File: config.mk
export PLATFORM = sky130hd
export DESIGN_NAME = mm_parmont
export DESIGN_NICKNAME = d
export VERILOG_FILES = /design/src/rtl/mm_pkg.sv /design/src/rtl/mm_quot.sv /design/src/rtl/mm_addel.sv /design/src/rtl/mm_bank.sv /design/src/rtl/mm_parmont.sv
export SDC_FILE = /design/constraint.sdc
export NUM_CORES = 2
export LEC_CHECK = 0
export ABC_AREA = 1
export BUFFER_PORTS_ARGS = -buffer_cell sky130_fd_sc_hd__buf_2
export CORE_UTILIZATION = 25
export CTS_CLUSTER_SIZE = 8
export DETAILED_ROUTE_END_ITERATION = 16
export PLACE_DENSITY = 0.49
export REMOVE_ABC_BUFFERS = 1
export SLEW_MARGIN = 20
export SYNTH_ARGS = -nofsm -noshare
export SYNTH_HDL_FRONTEND = slang
export SYNTH_SLANG_ARGS = --single-unit
File: constraint.sdc
create_clock -name clk -period 19.8 [get_ports clk]
set_input_delay 2.97 -clock clk [delete_from_list [all_inputs] [get_ports clk]]
set_output_delay 2.97 -clock clk [all_outputs]
set_load 0.01 [all_outputs]
File: src/rtl/mm_pkg.sv
package mm_pkg;
  typedef enum logic [2:0] {
    ST_IDLE,
    ST_LOAD,
    ST_QUOT,
    ST_SWEEP,
    ST_OUT
  } mm_state_e;
endpackage

File: src/rtl/mm_quot.sv
module mm_quot #(
  parameter int K = 16
) (
  input  logic [K-1:0] s0,
  input  logic [K-1:0] a_i,
  input  logic [K-1:0] b0,
  input  logic [K-1:0] np,
  output logic [K-1:0] q
);
  logic [K-1:0] t;
  always_comb begin
    t = s0 + a_i * b0;   // mod 2^K by truncation
    q = t * np;
  end
endmodule

File: src/rtl/mm_addel.sv
module mm_addel #(
  parameter int K = 16
) (
  input  logic [K-1:0] w,
  input  logic [K-1:0] u,
  input  logic         cin,
  output logic [K-1:0] s,
  output logic         cout
);
  logic [K:0] sum;
  always_comb begin
    sum  = {1'b0, w} + {1'b0, u} + {{K{1'b0}}, cin};
    s    = sum[K-1:0];
    cout = sum[K];
  end
endmodule

File: src/rtl/mm_bank.sv
module mm_bank #(
  parameter int K   = 16,
  parameter int WPB = 4,
  localparam int AW = (WPB > 1) ? $clog2(WPB) : 1
) (
  input  logic           clk,
  input  logic           rst,
  input  logic           we,
  input  logic [AW-1:0]  wr_addr,
  input  logic [K-1:0]   wr_b,
  input  logic [K-1:0]   wr_n,
  input  logic           rd_en,
  input  logic [AW-1:0]  rd_addr,
  input  logic [K-1:0]   q,
  input  logic [K-1:0]   a,
  output logic [2*K-1:0] prod_qn,
  output logic [2*K-1:0] prod_ab
);
  logic [K-1:0] b_mem [WPB];
  logic [K-1:0] n_mem [WPB];
  logic [K-1:0] b_rd, n_rd;
  logic         rd_v;

  // local slice memories: synchronous write, registered read
  always_ff @(posedge clk) begin
    if (we) begin
      b_mem[wr_addr] <= wr_b;
      n_mem[wr_addr] <= wr_n;
    end
    if (rd_en) begin
      b_rd <= b_mem[rd_addr];
      n_rd <= n_mem[rd_addr];
    end
  end

  // pipelined word multipliers: one product pair per cycle
  always_ff @(posedge clk) begin
    if (rst) begin
      rd_v    <= 1'b0;
      prod_qn <= '0;
      prod_ab <= '0;
    end else begin
      rd_v <= rd_en;
      if (rd_v) begin
        prod_qn <= {{K{1'b0}}, q} * {{K{1'b0}}, n_rd};
        prod_ab <= {{K{1'b0}}, a} * {{K{1'b0}}, b_rd};
      end
    end
  end

  AST_BANK_NO_RW: assert property (@(posedge clk) disable iff (rst)
    !(we && rd_en));
endmodule

File: src/rtl/mm_parmont.sv
module mm_parmont
  import mm_pkg::*;
#(
  parameter int K     = 16,
  parameter int M     = 8,
  parameter int NBANK = 2,
  localparam int WPB  = M / NBANK,
  localparam int AW   = (WPB > 1) ? $clog2(WPB) : 1,
  localparam int IW   = (M > 1) ? $clog2(M) : 1,
  localparam int BW   = (NBANK > 1) ? $clog2(NBANK) : 1,
  localparam int CW   = $clog2(M + 2) + 1
) (
  input  logic          clk,
  input  logic          rst,
  input  logic          start,
  input  logic [K-1:0]  nprime,
  input  logic          ld_valid,
  input  logic [K-1:0]  ld_a,
  input  logic [K-1:0]  ld_b,
  input  logic [K-1:0]  ld_n,
  output logic          busy,
  output logic          res_valid,
  output logic [K-1:0]  res_word,
  output logic [IW-1:0] res_idx,
  output logic          res_last
);
  mm_state_e     state;
  logic [CW-1:0] cnt;
  logic [IW-1:0] iter;
  logic [K-1:0]  np_r, b0_r, q_r, q_comb;
  logic [K-1:0]  a_r [M];
  logic [K-1:0]  s_r [M];
  logic [K-1:0]  c1, c2;
  logic          cpe;

  // word / bank addressing
  logic [IW-1:0] word_idx;
  logic [BW-1:0] cur_bank;
  logic [AW-1:0] cur_addr;
  logic          issue, load_beat;
  assign word_idx  = cnt[IW-1:0];
  assign cur_bank  = BW'(int'(word_idx) / WPB);
  assign cur_addr  = AW'(int'(word_idx) % WPB);
  assign issue     = (state == ST_SWEEP) && (cnt < CW'(M));
  assign load_beat = (state == ST_LOAD) && ld_valid;
  assign busy      = (state != ST_IDLE);

  logic [NBANK-1:0] bank_we, bank_rd;
  logic [2*K-1:0]   pqn [NBANK];
  logic [2*K-1:0]   pab [NBANK];

  generate
    for (genvar g = 0; g < NBANK; g++) begin : g_bank
      assign bank_we[g] = load_beat && (cur_bank == BW'(g));
      assign bank_rd[g] = issue && (cur_bank == BW'(g));
      mm_bank #(.K(K), .WPB(WPB)) u_bank (
        .clk     (clk),
        .rst     (rst),
        .we      (bank_we[g]),
        .wr_addr (cur_addr),
        .wr_b    (ld_b),
        .wr_n    (ld_n),
        .rd_en   (bank_rd[g]),
        .rd_addr (cur_addr),
        .q       (q_r),
        .a       (a_r[iter]),
        .prod_qn (pqn[g]),
        .prod_ab (pab[g])
      );
    end
  endgenerate

  mm_quot #(.K(K)) u_quot (
    .s0  (s_r[0]),
    .a_i (a_r[iter]),
    .b0  (b0_r),
    .np  (np_r),
    .q   (q_comb)
  );

  // sweep pipeline: issue -> memory read -> product -> carry/add
  logic          p1_v, p2_v;
  logic [IW-1:0] p1_idx, p2_idx;
  logic [BW-1:0] p1_bank, p2_bank;
  logic [K-1:0]  p2_s;

  always_ff @(posedge clk) begin
    if (rst) begin
      p1_v <= 1'b0;  p2_v <= 1'b0;
      p1_idx <= '0;  p2_idx <= '0;
      p1_bank <= '0; p2_bank <= '0;
      p2_s <= '0;
    end else begin
      p1_v    <= issue;
      p1_idx  <= word_idx;
      p1_bank <= cur_bank;
      p2_v    <= p1_v;
      p2_idx  <= p1_idx;
      p2_bank <= p1_bank;
      p2_s    <= s_r[p1_idx];
    end
  end

  // running products with upper-half carries handed word to word
  logic [2*K-1:0] tw, tu;
  logic [K-1:0]   sum_lo, top_s;
  logic           sum_co, top_co;
  always_comb begin
    tw = pqn[p2_bank] + {{K{1'b0}}, p2_s} + {{K{1'b0}}, c1};
    tu = pab[p2_bank] + {{K{1'b0}}, c2};
  end

  mm_addel #(.K(K)) u_el_word (
    .w    (tw[K-1:0]),
    .u    (tu[K-1:0]),
    .cin  (cpe),
    .s    (sum_lo),
    .cout (sum_co)
  );

  mm_addel #(.K(K)) u_el_top (
    .w    (tw[2*K-1:K]),
    .u    (tu[2*K-1:K]),
    .cin  (sum_co),
    .s    (top_s),
    .cout (top_co)
  );

  // operand A store
  always_ff @(posedge clk) begin
    if (load_beat) a_r[word_idx] <= ld_a;
  end

  // S store: cleared on start, word j-1 written from element j
  always_ff @(posedge clk) begin
    if (rst || (state == ST_IDLE && start)) begin
      for (int j = 0; j < M; j++) s_r[j] <= '0;
    end else if (p2_v) begin
      if (p2_idx != '0) s_r[p2_idx - 1'b1] <= sum_lo;
      if (p2_idx == IW'(M - 1)) s_r[M-1] <= top_s;
    end
  end

  // control
  always_ff @(posedge clk) begin
    if (rst) begin
      state     <= ST_IDLE;
      cnt       <= '0;
      iter      <= '0;
      np_r      <= '0;
      b0_r      <= '0;
      q_r       <= '0;
      c1        <= '0;
      c2        <= '0;
      cpe       <= 1'b0;
      res_valid <= 1'b0;
      res_last  <= 1'b0;
      res_word  <= '0;
      res_idx   <= '0;
    end else begin
      res_valid <= 1'b0;
      res_last  <= 1'b0;
      case (state)
        ST_IDLE: begin
          if (start) begin
            state <= ST_LOAD;
            cnt   <= '0;
            np_r  <= nprime;
          end
        end
        ST_LOAD: begin
          if (ld_valid) begin
            if (cnt == '0) b0_r <= ld_b;
            if (cnt == CW'(M - 1)) begin
              state <= ST_QUOT;
              cnt   <= '0;
              iter  <= '0;
            end else begin
              cnt <= cnt + 1'b1;
            end
          end
        end
        ST_QUOT: begin
          q_r   <= q_comb;
          c1    <= '0;
          c2    <= '0;
          cpe   <= 1'b0;
          cnt   <= '0;
          state <= ST_SWEEP;
        end
        ST_SWEEP: begin
          if (p2_v) begin
            c1  <= tw[2*K-1:K];
            c2  <= tu[2*K-1:K];
            cpe <= sum_co;
          end
          if (cnt == CW'(M + 1)) begin
            cnt <= '0;
            if (iter == IW'(M - 1)) begin
              state <= ST_OUT;
            end else begin
              iter  <= iter + 1'b1;
              state <= ST_QUOT;
            end
          end else begin
            cnt <= cnt + 1'b1;
          end
        end
        ST_OUT: begin
          res_valid <= 1'b1;
          res_word  <= s_r[word_idx];
          res_idx   <= word_idx;
          res_last  <= (cnt == CW'(M - 1));
          if (cnt == CW'(M - 1)) begin
            state <= ST_IDLE;
            cnt   <= '0;
          end else begin
            cnt <= cnt + 1'b1;
          end
        end
        default: state <= ST_IDLE;
      endcase
    end
  end

  AST_ONE_BANK_READ: assert property (@(posedge clk) disable iff (rst)
    $onehot0(bank_rd));
  AST_ONE_BANK_WRITE: assert property (@(posedge clk) disable iff (rst)
    $countones(bank_we) <= 1);
  AST_TOP_FITS: assert property (@(posedge clk) disable iff (rst)
    (p2_v && p2_idx == IW'(M - 1)) |-> !top_co);
  AST_RES_ORDER: assert property (@(posedge clk) disable iff (rst)
    (res_valid && !res_last) |=> (res_valid && res_idx == IW'($past(res_idx) + 1'b1)));
  AST_RES_FIRST: assert property (@(posedge clk) disable iff (rst)
    $rose(res_valid) |-> (res_idx == '0));
  AST_RES_END: assert property (@(posedge clk) disable iff (rst)
    res_last |=> !res_valid);
endmodule

== Word-level counts from Yosys, hierarchy flattened ==
Memories as Yosys holds them, arrays and structs flattened. A register that Yosys moved wholly into a read port is not among the register bits.
Index checks and enable logic that the tools add are counted.

* Memories: 6
* Output and inout bits: 22
* Register bits: 237
* Bits of input ports: 68
* Logic and storage cells: 142
* Bits in writable memories: 512

{| class="wikitable"
|+ Memories
! memory !! depth !! width !! read ports !! clocked after Yosys merged registers in !! write ports !! line !! RTL
|-
| a_r || 8 || 16 || 1 || 1 || 1 || mm_parmont.sv:31 || <nowiki>logic [K-1:0] a_r [M];</nowiki>
|-
| s_r || 8 || 16 || 3 || 2 || 8 || mm_parmont.sv:32 || <nowiki>logic [K-1:0] s_r [M];</nowiki>
|-
| g_bank[0].u_bank.b_mem || 4 || 16 || 1 || 1 || 1 || mm_bank.sv:19 || <nowiki>logic [K-1:0] b_mem [WPB];</nowiki>
|-
| g_bank[0].u_bank.n_mem || 4 || 16 || 1 || 1 || 1 || mm_bank.sv:20 || <nowiki>logic [K-1:0] n_mem [WPB];</nowiki>
|-
| g_bank[1].u_bank.b_mem || 4 || 16 || 1 || 1 || 1 || mm_bank.sv:19 ||
|-
| g_bank[1].u_bank.n_mem || 4 || 16 || 1 || 1 || 1 || mm_bank.sv:20 ||
|}

* Mux-type cells: 51
* Bitwise gates (word level): 4
* Multipliers: 6
* Eq/ne operators: 15
* $lt $le $gt $ge: 2
* Reduce and logical (&&, ||, !) cells: 23
* Add/sub/neg operators: 11

{| class="wikitable"
|+ Operators with widths
! operator !! number
|-
| $mux W32 || 6
|-
| $mul A16 B16 Y32 || 4
|-
| $add A32 B16 Y32 || 3
|-
| $mux W16 || 4
|-
| $pmux W16 S2 || 2
|-
| $mux W3 || 12
|-
| $add A16 B16 Y16 || 2
|-
| $mul A16 B16 Y16 || 2
|-
| $pmux W5 S5 || 1
|-
| $mux W5 || 4
|-
| $mux W1 || 19
|-
| $add A16 B16 Y17 || 1
|-
| $add A17 B1 Y17 || 1
|-
| $add A16 B1 Y16 || 1
|-
| $reduce_or A16 Y1 || 1
|-
| $pmux W3 S5 || 1
|-
| $ne A2 B2 Y1 const B || 5
|-
| $reduce_and A5 Y1 || 2
|-
| $eq A3 B3 Y1 const B || 3
|-
| $logic_and A1 B1 Y1 || 7
|-
| $eq A3 B2 Y1 const B || 2
|-
| $pmux W3 S2 || 1
|-
| $reduce_and A3 Y1 || 2
|-
| $reduce_bool A3 Y1 || 2
|-
| 20 further kinds || 24
|}

== Depth between registers and ports, before layout ==
* Depth after elaboration: 10
* Depth in mapped cells: 53
* Gate-level depth less buffers: 49

== Modules after synthesis ==
Synthesis repeated with hierarchy kept, for this count alone.

* Cells, all modules: 11209
* Area total of the unflattened synthesis: 86364.1 sq um

{| class="wikitable"
|+ Modules (own cells, without submodules)
! module !! times used !! cells each !! area each (sq um) !! seq. area each (sq um)
|-
| mm_bank at g_bank[1].u_bank || 1 || 3444 || 27171.1 || 6105.9
|-
| mm_bank at g_bank[0].u_bank || 1 || 3452 || 27053.4 || 6105.9
|-
| mm_parmont || 1 || 2662 || 21265.4 || 10490.1
|-
| mm_quot || 1 || 1283 || 8917.3 || 0.0
|-
| mm_addel || 2 || 184 || 978.4 || 0.0
|}

== Least setup slack after synthesis ==
No wires, ideal clock.

* Kind: register to register
* Start: register with a tool-made name
* End: register q_r[15]
* Cell stages (with the launch flop): 48
* Required time: 19.674 ns
* Arrival time: 9.794 ns
* Path slack: 9.880 ns
* Period minus slack after synthesis: 9.920 ns
* Cells stage by stage: dfxtp_1 buf_6 inv_4 buf_6 buf_6 o21ai_1 nand3_1 nand2_1 inv_1 clkbuf_1 buf_1 nand2_1 fa_1 fa_1 fa_1 inv_1 ha_1 inv_1 [... 12 more ...] fa_1 inv_1 fa_1 fa_1 fa_1 inv_1 fa_1 inv_1 ha_1 nand2_1 o21ai_0 a21oi_1 o21bai_1 xor3_1 inv_1 nand2_1 nand2_1 a21oi_1

{| class="wikitable"
|+ RTL lines
! what !! line !! RTL
|-
| end signal, assigned || mm_parmont.sv:184 || <nowiki>q_r <= q_comb;</nowiki>
|-
| end, declared || mm_parmont.sv:30 || <nowiki>logic [K-1:0] np_r, b0_r, q_r, q_comb;</nowiki>
|}

==> key figures <==
Run status
  • Outcome: complete, no violations

Route
  • Drt first pass iters: 5
  • Vias post-DR: ~60000
  • DRC: 0
  • Routed WL: 260000 um
  • DR WL/cell: roughly 19 um
  • Initial DRC Count: approximately 4900
  • Routed Antenna Nets: 0
  • Vias per cell: around 4.5

Timing
  • Final Hold Fails: 0
  • Worst-Margin Slew: about 1.1 ns
  • Final Cycle Share: 0.612
  • Slew Limit Headroom: 0.244
  • RSZ-0062 raised after global routing: false
  • Max Slew Vio Count: 0
  • Final number of setup-violating endpoints: 0
  • Final min period: 12.12 ns
  • Hold_ws: 0.410 ns
  • Fmax: between 80 and 90 MHz
  • Fin Clk Skew: 0.0989 ns
  • Setup_tns: 0 ns

Worst setup path
  • WP buf/inv: 12
  • Crit-path max FO: 20
  • Critical path arrival: 12.74 ns
  • CP Launch Type: register
  • Cell family with most CP delay: adder cells
  • Critical Path RT: 20.42 ns
  • Most used cell, CP: fa_1
  • Slowest library cell on the worst path: dfxtp_1
  • Worst Setup End Kind: register
  • Crit Path Class: reg -> reg
  • Worst path max stage delay: 0.92 ns

CTS
  • Post CTS Setup Buffer Count: 0
  • Clock latency on the worst-skew pair: 0.81 ns
  • Root Buffer: clkbuf_16
  • Post_cts resized: 0
  • Htree depth: 3
  • Clk sinks: 846
  • Hold-fix buffers, CTS: 0
  • Reg clk slew, reported paths: 0.06 ns
  • CTS Buffer Depth: 3
  • CTS tree: done
  • Inserted Clock Buffers: 119

Synth
  • Syn avg cell area: between 8 and 9 um^2
  • Ys Warns: 0
  • Ys flop type: edfxtp_1
  • Number of synthesized register bits: around 850
  • Synth Instances: 9281
  • Netlist Area Pre-Place: 79000 um^2
  • Number of flops mapped to enable cells by yosys: 576
  • Register area share after synthesis: 0.287
  • Ys async rst share: 0
  • Distinct cell type count after synthesis: 55

Placement
  • GP Congestion: 0.913
  • I/O Buffers: 89
  • Final HPWL DP: 193000 um

Layout
  • Final Net Count: 10786
  • Register area: roughly 23000 um^2
  • Share of cells above drive strength 1: 0.0435
  • Commonest non-fill, non-tap cell in the layout: inv_1
  • Synth-to-layout area growth: 10.6%
  • Footprint of the multi-input gates: about 47000 um^2
  • Layout fillers: ~34000
  • Most frequent cells in the layout: inv_1 (1925), nand2_1 (1765), fa_1 (972)

GRT
  • GRT Overall Usage: 0.163
  • Global-route wire length before repair: 388000 um
  • Largest net degree at the start of global routing: 83
  • Grt ovf: 0
  • Initial antenna violation count: 26
  • Vias in the first global route: 59606

Floorplanning
  • Full die area: about 320000 um^2
  • Core area: about 310000 um^2
  • Num ports: 90
  • Die height: around 560 um
  • Num rows: approximately 210
  • Die width: 564 um
  • Starting Density: 0.251

Flow run
  • Max-Cap Viols: 0

Min path
  • Worst min path class: reg -> reg
==> path summary, 6_finish.rpt <==
kind | start | to | slack [ns] | cells past startpoint
max | register | q_r[15]$_SDFFE_PP0P_ | 7.68 | 42
min | p1_v$_SDFF_PP0_ | p2_v$_SDFF_PP0_ | 0.41 | 2
max reg2reg | register | q_r[15]$_SDFFE_PP0P_ | 7.68 | 42
min reg2reg | p1_v$_SDFF_PP0_ | p2_v$_SDFF_PP0_ | 0.41 | 2
==> per-stage QoR <==
step	utilization	cell area [um^2]	setup slack, ns	std cells
floorplan	-	77300	8.23	8846
global placement	0.266	83800	7.88	13198
detailed placement	0.266	83800	7.79	13198
CTS	0.278	87300	7.72	13403
global route	0.278	87300	7.01	13404
finish	0.278	87400	7.68	13406
==> area by class of cell <==
| class | count | area share |
|---|---|---|
| repair buffers | 192 | 0.0140 |
| flip-flops and latches | 846 | 0.260 |
| multi-input cells | 6048 | 0.542 |
| clock inverters | 13 | 0.00275 |
| diodes | 3 | 0.0000859 |
| well taps | 4160 | 0.0596 |
| clock buffers | 192 | 0.0373 |
| inverters | 1952 | 0.0840 |
==> worst min-delay path, stage by stage (launching register included) <==
cell     delay (ns)
dfxtp_1        0.30
inv_1          0.04
nor2_1         0.03
==> registers in the layout, indices dropped and copies added (netlist names), 32 cells and up, named ones only <==
| name | cells |
|---|---|
| a_r | 128 |
| g_bank.u_bank.b_mem | 128 |
| g_bank.u_bank.n_mem | 128 |
| s_r | 128 |
| g_bank.u_bank.prod_ab | 64 |
| g_bank.u_bank.prod_qn | 64 |
| g_bank.u_bank.b_rd | 32 |
| g_bank.u_bank.n_rd | 32 |
==> logic make-up (layout without fill, tap and decap cells) <==
group | after synthesis | in the layout | share of synthesized area
buffers and inverters | 2387 | 2349 | 0.114
multiplexers | 7 | 7 | 0.000887
flip-flops | 846 | 846 | 0.287
adder cells (fa/ha/maj) | 1559 | 1559 | 0.339
AND/OR/NAND/NOR | 3011 | 3011 | 0.149
XOR/XNOR | 212 | 212 | 0.0237
AO/OA/AOI/OAI | 1259 | 1259 | 0.0853
other | 0 | 3 | 0
==> synthesized netlist by cell type, types with 3 or more instances <==
cell	number	share of area
inv_1	1930	0.092
nand2_1	1766	0.084
fa_1	972	0.25
nor2_1	972	0.046
o21ai_0	593	0.038
ha_1	587	0.093
edfxtp_1	576	0.22
a21oi_1	418	0.026
clkbuf_1	378	0.018
dfxtp_1	270	0.068
nand3_1	174	0.011
xor2_1	136	0.015
o22ai_1	77	0.0061
xnor2_1	75	0.0083
o21ai_1	43	0.0027
buf_1	30	0.0014
o211ai_1	27	0.0026
nor3_1	22	0.0014
nor4_1	21	0.0017
o21bai_1	21	0.0020
nand4_1	19	0.0015
buf_2	17	0.0011
or2_2	17	0.0013
a31oi_1	15	0.0012
clkinv_1	15	0.00071
a21o_1	11	0.0010
o221ai_1	11	0.0012
a211oi_1	9	0.00086
mux2i_1	7	0.00089
a21boi_0	6	0.00057
buf_6	6	0.00086
inv_2	6	0.00029
nand3b_1	6	0.00057
o21a_1	5	0.00048
a21boi_1	4	0.00038
a31o_2	4	0.00044
a41oi_1	4	0.00044
buf_4	4	0.00038
nand2_2	3	0.00024
nand3_2	3	0.00038
nor2_2	3	0.00024
==> metal layers <==
| metal | routed length [um] | vias to the layer above | part of all wire | global-route usage |
|---|---|---|---|---|
| met5 | 85 | - | 0.00033 | 0 |
| met4 | 7450 | 14 | 0.029 | 0.0460 |
| met3 | 14100 | 341 | 0.054 | 0.0228 |
| met2 | 121000 | 1566 | 0.47 | 0.269 |
| met1 | 117000 | 30029 | 0.45 | 0.222 |
| li1 | - | 28343 | - | - |
Power is left out: the tool's default activity adds up to more than one toggle a clock period on the data nets, which glitch-free logic cannot reach.
